File: src/rtl/apt_pkg.sv
// Shared types for the adaptive pulse-train regulation core.
// Assumes nothing beyond a single system clock domain.
package apt_pkg;

    // Loop operating mode as held between sampling strobes.
    typedef enum logic {
        MODE_TRANSIENT = 1'b0,
        MODE_STEADY    = 1'b1
    } loop_mode_e;

endpackage

File: src/rtl/apt_tap_sampler.sv
// Captures the delay-line tap vector on each sampling strobe and derives the
// charge decision (sense tap value) and the loop mode (edge found inside a
// window of adjacent taps around the sense tap). Both are held until the next
// strobe. Assumes the strobe is synchronous to clk and the taps are stable
// when it is high.
module apt_tap_sampler
    import apt_pkg::*;
#(
    parameter int NUM_TAPS  = 22,
    parameter int SENSE_TAP = 20,   // 1-based tap that decides charge/discharge
    parameter int WIN_HALF  = 1     // edge window spans SENSE_TAP +/- WIN_HALF
) (
    input  logic                clk,
    input  logic                rst_n,
    input  logic                sample_stb,
    input  logic [NUM_TAPS-1:0] taps_i,
    output logic                err_q,
    output loop_mode_e          mode_q
);
    localparam int WIN_LO   = SENSE_TAP - WIN_HALF;
    localparam int WIN_HI   = SENSE_TAP + WIN_HALF;
    localparam int WIN_SIZE = WIN_HI - WIN_LO + 1;

    logic [WIN_SIZE-1:0] edge_hit;
    logic                near_reg;

    // One XOR per window position: tap k differs from tap k+1.
    for (genvar j = 0; j < WIN_SIZE; j++) begin : g_edge
        localparam int K = WIN_LO + j;
        assign edge_hit[j] = taps_i[K-1] ^ taps_i[K];
    end

    // Any hit inside the window means the loop is near regulation.
    assign near_reg = |edge_hit;

    // Capture decision and mode on the strobe; hold otherwise.
    always_ff @(posedge clk) begin
        if (!rst_n) begin
            err_q  <= 1'b0;
            mode_q <= MODE_TRANSIENT;
        end else if (sample_stb) begin
            err_q  <= taps_i[SENSE_TAP-1];
            mode_q <= near_reg ? MODE_STEADY : MODE_TRANSIENT;
        end
    end

    assert_err_capture_R2: assert property (@(posedge clk) disable iff (!rst_n)
        sample_stb |=> err_q == $past(taps_i[SENSE_TAP-1]))
        else $error("err_q did not follow sense tap");

    assert_hold_R6: assert property (@(posedge clk) disable iff (!rst_n)
        !sample_stb |=> $stable(err_q) && $stable(mode_q))
        else $error("held state changed without strobe");

    assert_transient_R5: assert property (@(posedge clk) disable iff (!rst_n)
        (sample_stb && taps_i[WIN_HI:WIN_LO-1] == {(WIN_SIZE+1){taps_i[WIN_LO-1]}})
        |=> mode_q == MODE_TRANSIENT)
        else $error("uniform window did not give transient mode");

endmodule

File: src/rtl/apt_pulse_gen.sv
// Free-running pulse-train generator in the system clock domain. A counter
// runs 0..period-1; the output is 1 while the count is below the high time.
// A high time at or above the period forces a constant 1. Assumes the
// settings change rarely; a period shrink below the current count wraps.
module apt_pulse_gen #(
    parameter int CNT_W = 8
) (
    input  logic             clk,
    input  logic             rst_n,
    input  logic [CNT_W-1:0] period_i,
    input  logic [CNT_W-1:0] high_i,
    output logic             pulse_o
);
    logic [CNT_W-1:0] cnt_q;
    logic [CNT_W:0]   cnt_inc;
    logic             wrap;
    logic             force_on;

    assign cnt_inc  = {1'b0, cnt_q} + 1'b1;
    // Wrap when the next count would reach the period (period 0 wraps always).
    assign wrap     = cnt_inc >= {1'b0, period_i};
    assign force_on = high_i >= period_i;

    // Advance the phase counter, clearing on wrap.
    always_ff @(posedge clk) begin
        if (!rst_n)    cnt_q <= '0;
        else if (wrap) cnt_q <= '0;
        else           cnt_q <= cnt_inc[CNT_W-1:0];
    end

    // Pulse is high during the first high_i counts, or always when forced.
    always_comb begin
        pulse_o = force_on || (cnt_q < high_i);
    end

    assert_count_up_R9: assert property (@(posedge clk) disable iff (!rst_n)
        !wrap |=> cnt_q == $past(cnt_q) + 1'b1)
        else $error("pulse counter failed to advance");

    assert_wrap_R9: assert property (@(posedge clk) disable iff (!rst_n)
        wrap |=> cnt_q == '0)
        else $error("pulse counter failed to wrap");

endmodule

File: src/rtl/apt_gate_mux.sv
// Selects the gate command: the held decision alone in transient mode, or the
// decision gated by the pulse train in steady mode. Purely combinational so
// the gate follows the live pulse without a register delay.
module apt_gate_mux
    import apt_pkg::*;
(
    input  logic       err_i,
    input  loop_mode_e mode_i,
    input  logic       pulse_i,
    output logic       gate_o
);
    // Apply the pulse train only near regulation.
    always_comb begin
        if (mode_i == MODE_STEADY) gate_o = err_i & pulse_i;
        else                       gate_o = err_i;
    end

endmodule

File: src/rtl/apt_buck_ctrl.sv
// Top of the adaptive pulse-train regulation core. Samples the delay-line
// taps on each strobe, holds the charge decision and the mode, and drives the
// gate command with or without pulse-train chopping. Assumes all inputs are
// synchronous to clk.
module apt_buck_ctrl
    import apt_pkg::*;
#(
    parameter int NUM_TAPS  = 22,
    parameter int SENSE_TAP = 20,
    parameter int WIN_HALF  = 1,
    parameter int CNT_W     = 8
) (
    input  logic                clk,
    input  logic                rst_n,
    input  logic                sample_stb,
    input  logic [NUM_TAPS-1:0] taps_i,
    input  logic [CNT_W-1:0]    pulse_period_i,
    input  logic [CNT_W-1:0]    pulse_high_i,
    output logic                gate_o,
    output logic                err_o,
    output logic                steady_o
);
    logic       err_q;
    loop_mode_e mode_q;
    logic       pulse;

    apt_tap_sampler #(
        .NUM_TAPS  (NUM_TAPS),
        .SENSE_TAP (SENSE_TAP),
        .WIN_HALF  (WIN_HALF)
    ) u_sampler (
        .clk        (clk),
        .rst_n      (rst_n),
        .sample_stb (sample_stb),
        .taps_i     (taps_i),
        .err_q      (err_q),
        .mode_q     (mode_q)
    );

    apt_pulse_gen #(
        .CNT_W (CNT_W)
    ) u_pulse (
        .clk      (clk),
        .rst_n    (rst_n),
        .period_i (pulse_period_i),
        .high_i   (pulse_high_i),
        .pulse_o  (pulse)
    );

    apt_gate_mux u_mux (
        .err_i   (err_q),
        .mode_i  (mode_q),
        .pulse_i (pulse),
        .gate_o  (gate_o)
    );

    assign err_o    = err_q;
    assign steady_o = (mode_q == MODE_STEADY);

    assert_no_charge_without_err_R8: assert property (@(posedge clk) disable iff (!rst_n)
        !err_o |-> !gate_o)
        else $error("gate on while decision is discharge");

    assert_transient_follow_R7: assert property (@(posedge clk) disable iff (!rst_n)
        !steady_o |-> gate_o == err_o)
        else $error("transient gate differs from decision");

    assert_forced_pulse_R10: assert property (@(posedge clk) disable iff (!rst_n)
        (steady_o && err_o && pulse_high_i >= pulse_period_i) |-> gate_o)
        else $error("forced pulse did not hold gate on");

    assert_reset_release_R1: assert property (@(posedge clk)
        $rose(rst_n) |-> !gate_o && !err_o && !steady_o)
        else $error("outputs not cleared after reset");

endmodule

File: config.mk
export PLATFORM = sky130hd
export DESIGN_NAME = apt_buck_ctrl
export DESIGN_NICKNAME = d
export VERILOG_FILES = /design/src/rtl/apt_pkg.sv /design/src/rtl/apt_tap_sampler.sv /design/src/rtl/apt_pulse_gen.sv /design/src/rtl/apt_gate_mux.sv /design/src/rtl/apt_buck_ctrl.sv
export SDC_FILE = /design/constraint.sdc
export NUM_CORES = 1
export LEC_CHECK = 0
export CORE_ASPECT_RATIO = 1.2
export CORE_MARGIN = 2
export CORE_UTILIZATION = 45
export CTS_CLUSTER_DIAMETER = 150
export CTS_CLUSTER_SIZE = 30
export DETAILED_ROUTE_END_ITERATION = 8
export HOLD_SLACK_MARGIN = 0.06
export PLACE_DENSITY = 0.89
export SYNTH_ARGS = -nofsm -noshare
export SYNTH_HDL_FRONTEND = slang
export SYNTH_SLANG_ARGS = --single-unit
File: constraint.sdc
create_clock -name clk -period 5.35 [get_ports clk]
set_input_delay 0.8025 -clock clk [delete_from_list [all_inputs] [get_ports clk]]
set_output_delay 0.8025 -clock clk [all_outputs]
set_load 0.005 [all_outputs]
==> results_tabular.tex <==
\begin{tabular}{lr}
\hline
Metric & Value \\
\hline
\multicolumn{2}{l}{\textbf{Run status}} \\
\quad Status & completed \\
\multicolumn{2}{l}{\textbf{Global routing}} \\
\quad Initial antenna violation count & 0 \\
\quad Pin count of the biggest net entering global routing & 9 \\
\quad Overflow after GRT & 0 \\
\quad Overall track demand over capacity in global routing & between 10\% and 20\% \\
\quad Via count of the first global-routing pass & roughly 920 \\
\quad Global-route wire length before repair & 3.81 mm \\
\multicolumn{2}{l}{\textbf{Yosys}} \\
\quad Synth Register Bits & 10 \\
\quad Post-synthesis instance total & $\sim$110 \\
\quad Average instance area after synthesis & 8.78 um\^{}2 \\
\quad Area of the mapped netlist & 992 um\^{}2 \\
\quad Sequential cell area fraction in the yosys report & 20.2\% \\
\quad Synthesized Nets & 178 \\
\quad Total of warnings raised by yosys & 0 \\
\quad Library cells used by synthesis & 38 \\
\multicolumn{2}{l}{\textbf{Timing}} \\
\quad Highest attainable clock frequency & 272 MHz \\
\quad Worst clock skew on the final layout & roughly 0.0028 ns \\
\quad Minimum period implied by the final worst setup slack & 3.68 ns \\
\quad Final setup violation count & 0 \\
\quad Pins over their slew limit & 0 \\
\quad Actual slew at the worst max-slew pin & approximately 0.42 ns \\
\quad Final count of hold timing violations & 0 \\
\quad Setup TNS & 0 ns \\
\quad RSZ-0062 raised after global routing & false \\
\quad Tcrit/Tclk final & 68.8\% \\
\quad Worst-case headroom to the max-slew limit & between 70\% and 80\% \\
\multicolumn{2}{l}{\textbf{Clock network}} \\
\quad Worst-path clk slew & 0.06 ns \\
\quad Number of hold-repair buffers added at the cts stage & 0 \\
\quad Insertion delay of the later-clocked pin in the worst-skew pair & about 0.26 ns \\
\quad Total CTS buffers & 3 \\
\quad Post-CTS setup-driven buffer insertion count & 0 \\
\quad Post-cts sizing count & 0 \\
\quad Buffer depth of the longest clock path & 2 \\
\quad Count of H-tree levels built during CTS & 1 \\
\quad Number of sinks handled by clock tree synthesis & 10 \\
\quad Clock tree from TritonCTS & yes \\
\quad Cell at the root of the clock tree & clkbuf\_4 \\
\multicolumn{2}{l}{\textbf{Power}} \\
\quad Total power density per cell area & 144 nW/um\^{}2 \\
\quad Highest ir drop seen on vdd & between 150 and 200 uV \\
\quad Leakage power summed over all cells & 0.000655 uW \\
\quad Final Total Pwr & 187 uW \\
\multicolumn{2}{l}{\textbf{Drt}} \\
\quad Via Count & 914 \\
\quad Post-detailed-routing wire length & approximately 2.2 mm \\
\quad Length of the first detailed-routing pass in iterations & 4 \\
\quad Post-route antenna net violation count & 0 \\
\quad Average wire length per cell after detail routing & 12.8 um \\
\quad Post-detailed-route DRC marker count & 0 \\
\quad Initial detailed-routing violation count & 11 \\
\quad Number of vias per cell after detailed routing & between 5 and 6 \\
\multicolumn{2}{l}{\textbf{Critical path}} \\
\quad Data arrival, critical path & 2.88 ns \\
\quad Setup slack of the worst register-to-register path & between 2 and 3 ns \\
\quad Data required time of the worst path & around 4.6 ns \\
\quad Startpoint types & primary input \\
\quad Count of cells along the worst register-to-register path & 9 \\
\quad Biggest fanout along the worst timing path & 2 \\
\quad Endpoint of the worst register-to-register path & u\_pulse.cnt\_q[0] \\
\quad Launching point of the worst reg2reg path & u\_pulse.cnt\_q[0] \\
\quad Crit path kind & in -> out \\
\quad Element type at the critical path end & output port \\
\multicolumn{2}{l}{\textbf{Placement}} \\
\quad Count of buffers inserted at the top-level ports & 25 \\
\quad Final weighted congestion in routability-driven placement & 0.789 \\
\quad Number of cells in the design after placement & 167 \\
\quad Placed instance area & 1280 um\^{}2 \\
\quad Placed wire-length estimate & 1.95 mm \\
\multicolumn{2}{l}{\textbf{Cells and area}} \\
\quad Count of fill cells added during filler insertion & 186 \\
\quad Leading cell type in the layout, fill and taps excluded & clkdlybuf4s50\_1 \\
\quad Final standard cell utilization of the core & 62.7\% \\
\quad Leading cell types in the layout, fill and taps excluded & 25 x clkdlybuf4s50\_1, 24 x ha\_1, 21 x inv\_1 \\
\quad Final antenna diode count & 0 \\
\quad Area growth from synthesis to layout & 30.9\% \\
\quad Final cell count without fillers & 170 \\
\quad Cell area after layout & 1300 um\^{}2 \\
\quad Fraction of layout cells with a size suffix above 1 & 5.71\% \\
\quad Final layout net count & 207 \\
\multicolumn{2}{l}{\textbf{Hold path}} \\
\quad Worst hold path endpoint & u\_sampler.err\_q \\
\quad Startpoint of the lowest-slack hold path & u\_sampler.err\_q \\
\quad Number of cells traversed by the worst hold path & 2 \\
\quad Hold Crit Class & reg -> reg \\
\multicolumn{2}{l}{\textbf{Die}} \\
\quad Die Span X & 46.9 um \\
\quad Initial core utilization & 47.9\% \\
\quad Top Ports & 44 \\
\quad Height of the die & 55.4 um \\
\quad Standard cell core area & 2070 um\^{}2 \\
\quad Number of placement rows & 18 \\
\quad Die footprint & 2600 um\^{}2 \\
\multicolumn{2}{l}{\textbf{Run}} \\
\quad \# Max-Cap Violations & 0 \\
\hline
\end{tabular}
==> per-stage QoR <==
step | worst slack [ns] | hold slack, ns
global route | 1.51 | 0.587
global placement | 1.67 | 0.543
CTS | 1.66 | 0.561
detailed placement | 1.66 | 0.553
floorplan | 2.72 | 0.494
finish | 1.67 | 0.550
==> power by group <==
group	total [uW]	internal, uW	switching (uW)
combinational	57.9	33.9	24.0
sequential	81.6	77.7	3.90
clock	47.5	25.8	21.7
total	187	137	49.6
==> cells in the mapped netlist (all sizes together) <==
cell type | n | share of area, %
nor3 | 1 | 0.50
and4 | 1 | 0.88
o211ai | 1 | 0.76
nand3 | 3 | 1.5
or3 | 1 | 0.63
a211oi | 3 | 2.8
a31oi | 2 | 1.3
dfxtp | 10 | 20
xnor2 | 1 | 0.88
a21oi | 3 | 1.9
nand2 | 3 | 1.1
mux2i | 1 | 1.0
nor3b | 3 | 2.3
o21a | 1 | 0.76
inv | 21 | 7.9
or3b | 1 | 0.88
nor2b | 1 | 0.63
nand4 | 1 | 0.63
xor2 | 5 | 4.4
nor4 | 3 | 2.5
a211o | 2 | 1.8
or2 | 1 | 0.63
o41ai | 1 | 0.88
or4 | 1 | 0.76
o221ai | 2 | 1.8
nand2b | 3 | 1.9
and3 | 3 | 1.9
buf | 1 | 0.38
and2 | 1 | 0.63
a22o | 1 | 0.88
nor2 | 1 | 0.38
ha | 24 | 30
o2111ai | 1 | 0.88
o21ai | 4 | 2.0
nor4b | 1 | 1.5
==> registers in the layout, indices dropped and copies added, names as in the netlist <==
name              flops
u_sampler.mode_q      1
u_pulse.cnt_q         8
u_sampler.err_q       1
==> critical path: stages <==
cell and delay, ns:
clkdlybuf4s50_1 0.48, inv_1 0.05, ha_1 0.29, a211o_1 0.29, a31oi_1 0.16, o221ai_1 0.12
a31oi_1 0.17, clkdlybuf4s50_1 0.52
==> worst max path at each step <==
stage | from | to
2_1_floorplan | pulse_high_i[2] | gate_o
3_3_place_gp | pulse_high_i[2] | gate_o
3_5_place_dp | pulse_high_i[2] | gate_o
4_1_cts | pulse_high_i[2] | gate_o
5_1_grt | pulse_high_i[2] | gate_o
6_report | pulse_high_i[2] | gate_o
==> per-layer routing <==
layer / share of wire (%) / up-vias / wire length, um / GRT usage, %
li1: - / 471 / - / -
met1: 41 / 420 / 894 / 21.7
met2: 53 / 21 / 1150 / 34.6
met3: 5.0 / 2 / 108 / 5.88
met4: 0.74 / 0 / 16 / 2.38
met5: 0 / - / 0 / 0
==> logic make-up (layout without fill, tap and decap cells) <==
kind of cell | count (synthesis) | count (layout) | share of synthesized area [%]
mux | 1 | 1 | 1.01
simple gates | 29 | 29 | 19.3
compound gates | 21 | 21 | 15.6
xor+xnor | 6 | 6 | 5.30
buf+inv | 22 | 49 | 8.32
fa+ha+maj | 24 | 24 | 30.3
flops | 10 | 10 | 20.2
==> layout make-up <==
type | count | area (um^2) | area share (%)
Clock buffer | 3 | 22.5 | 1.73
Sequential cell | 10 | 200 | 15.4
Multi-Input combinational cell | 81 | 709 | 54.6
Inverter | 21 | 78.8 | 6.07
Tap cell | 30 | 37.5 | 2.89
Timing Repair Buffer | 25 | 250 | 19.3
(Power assumes the default switching activity.)
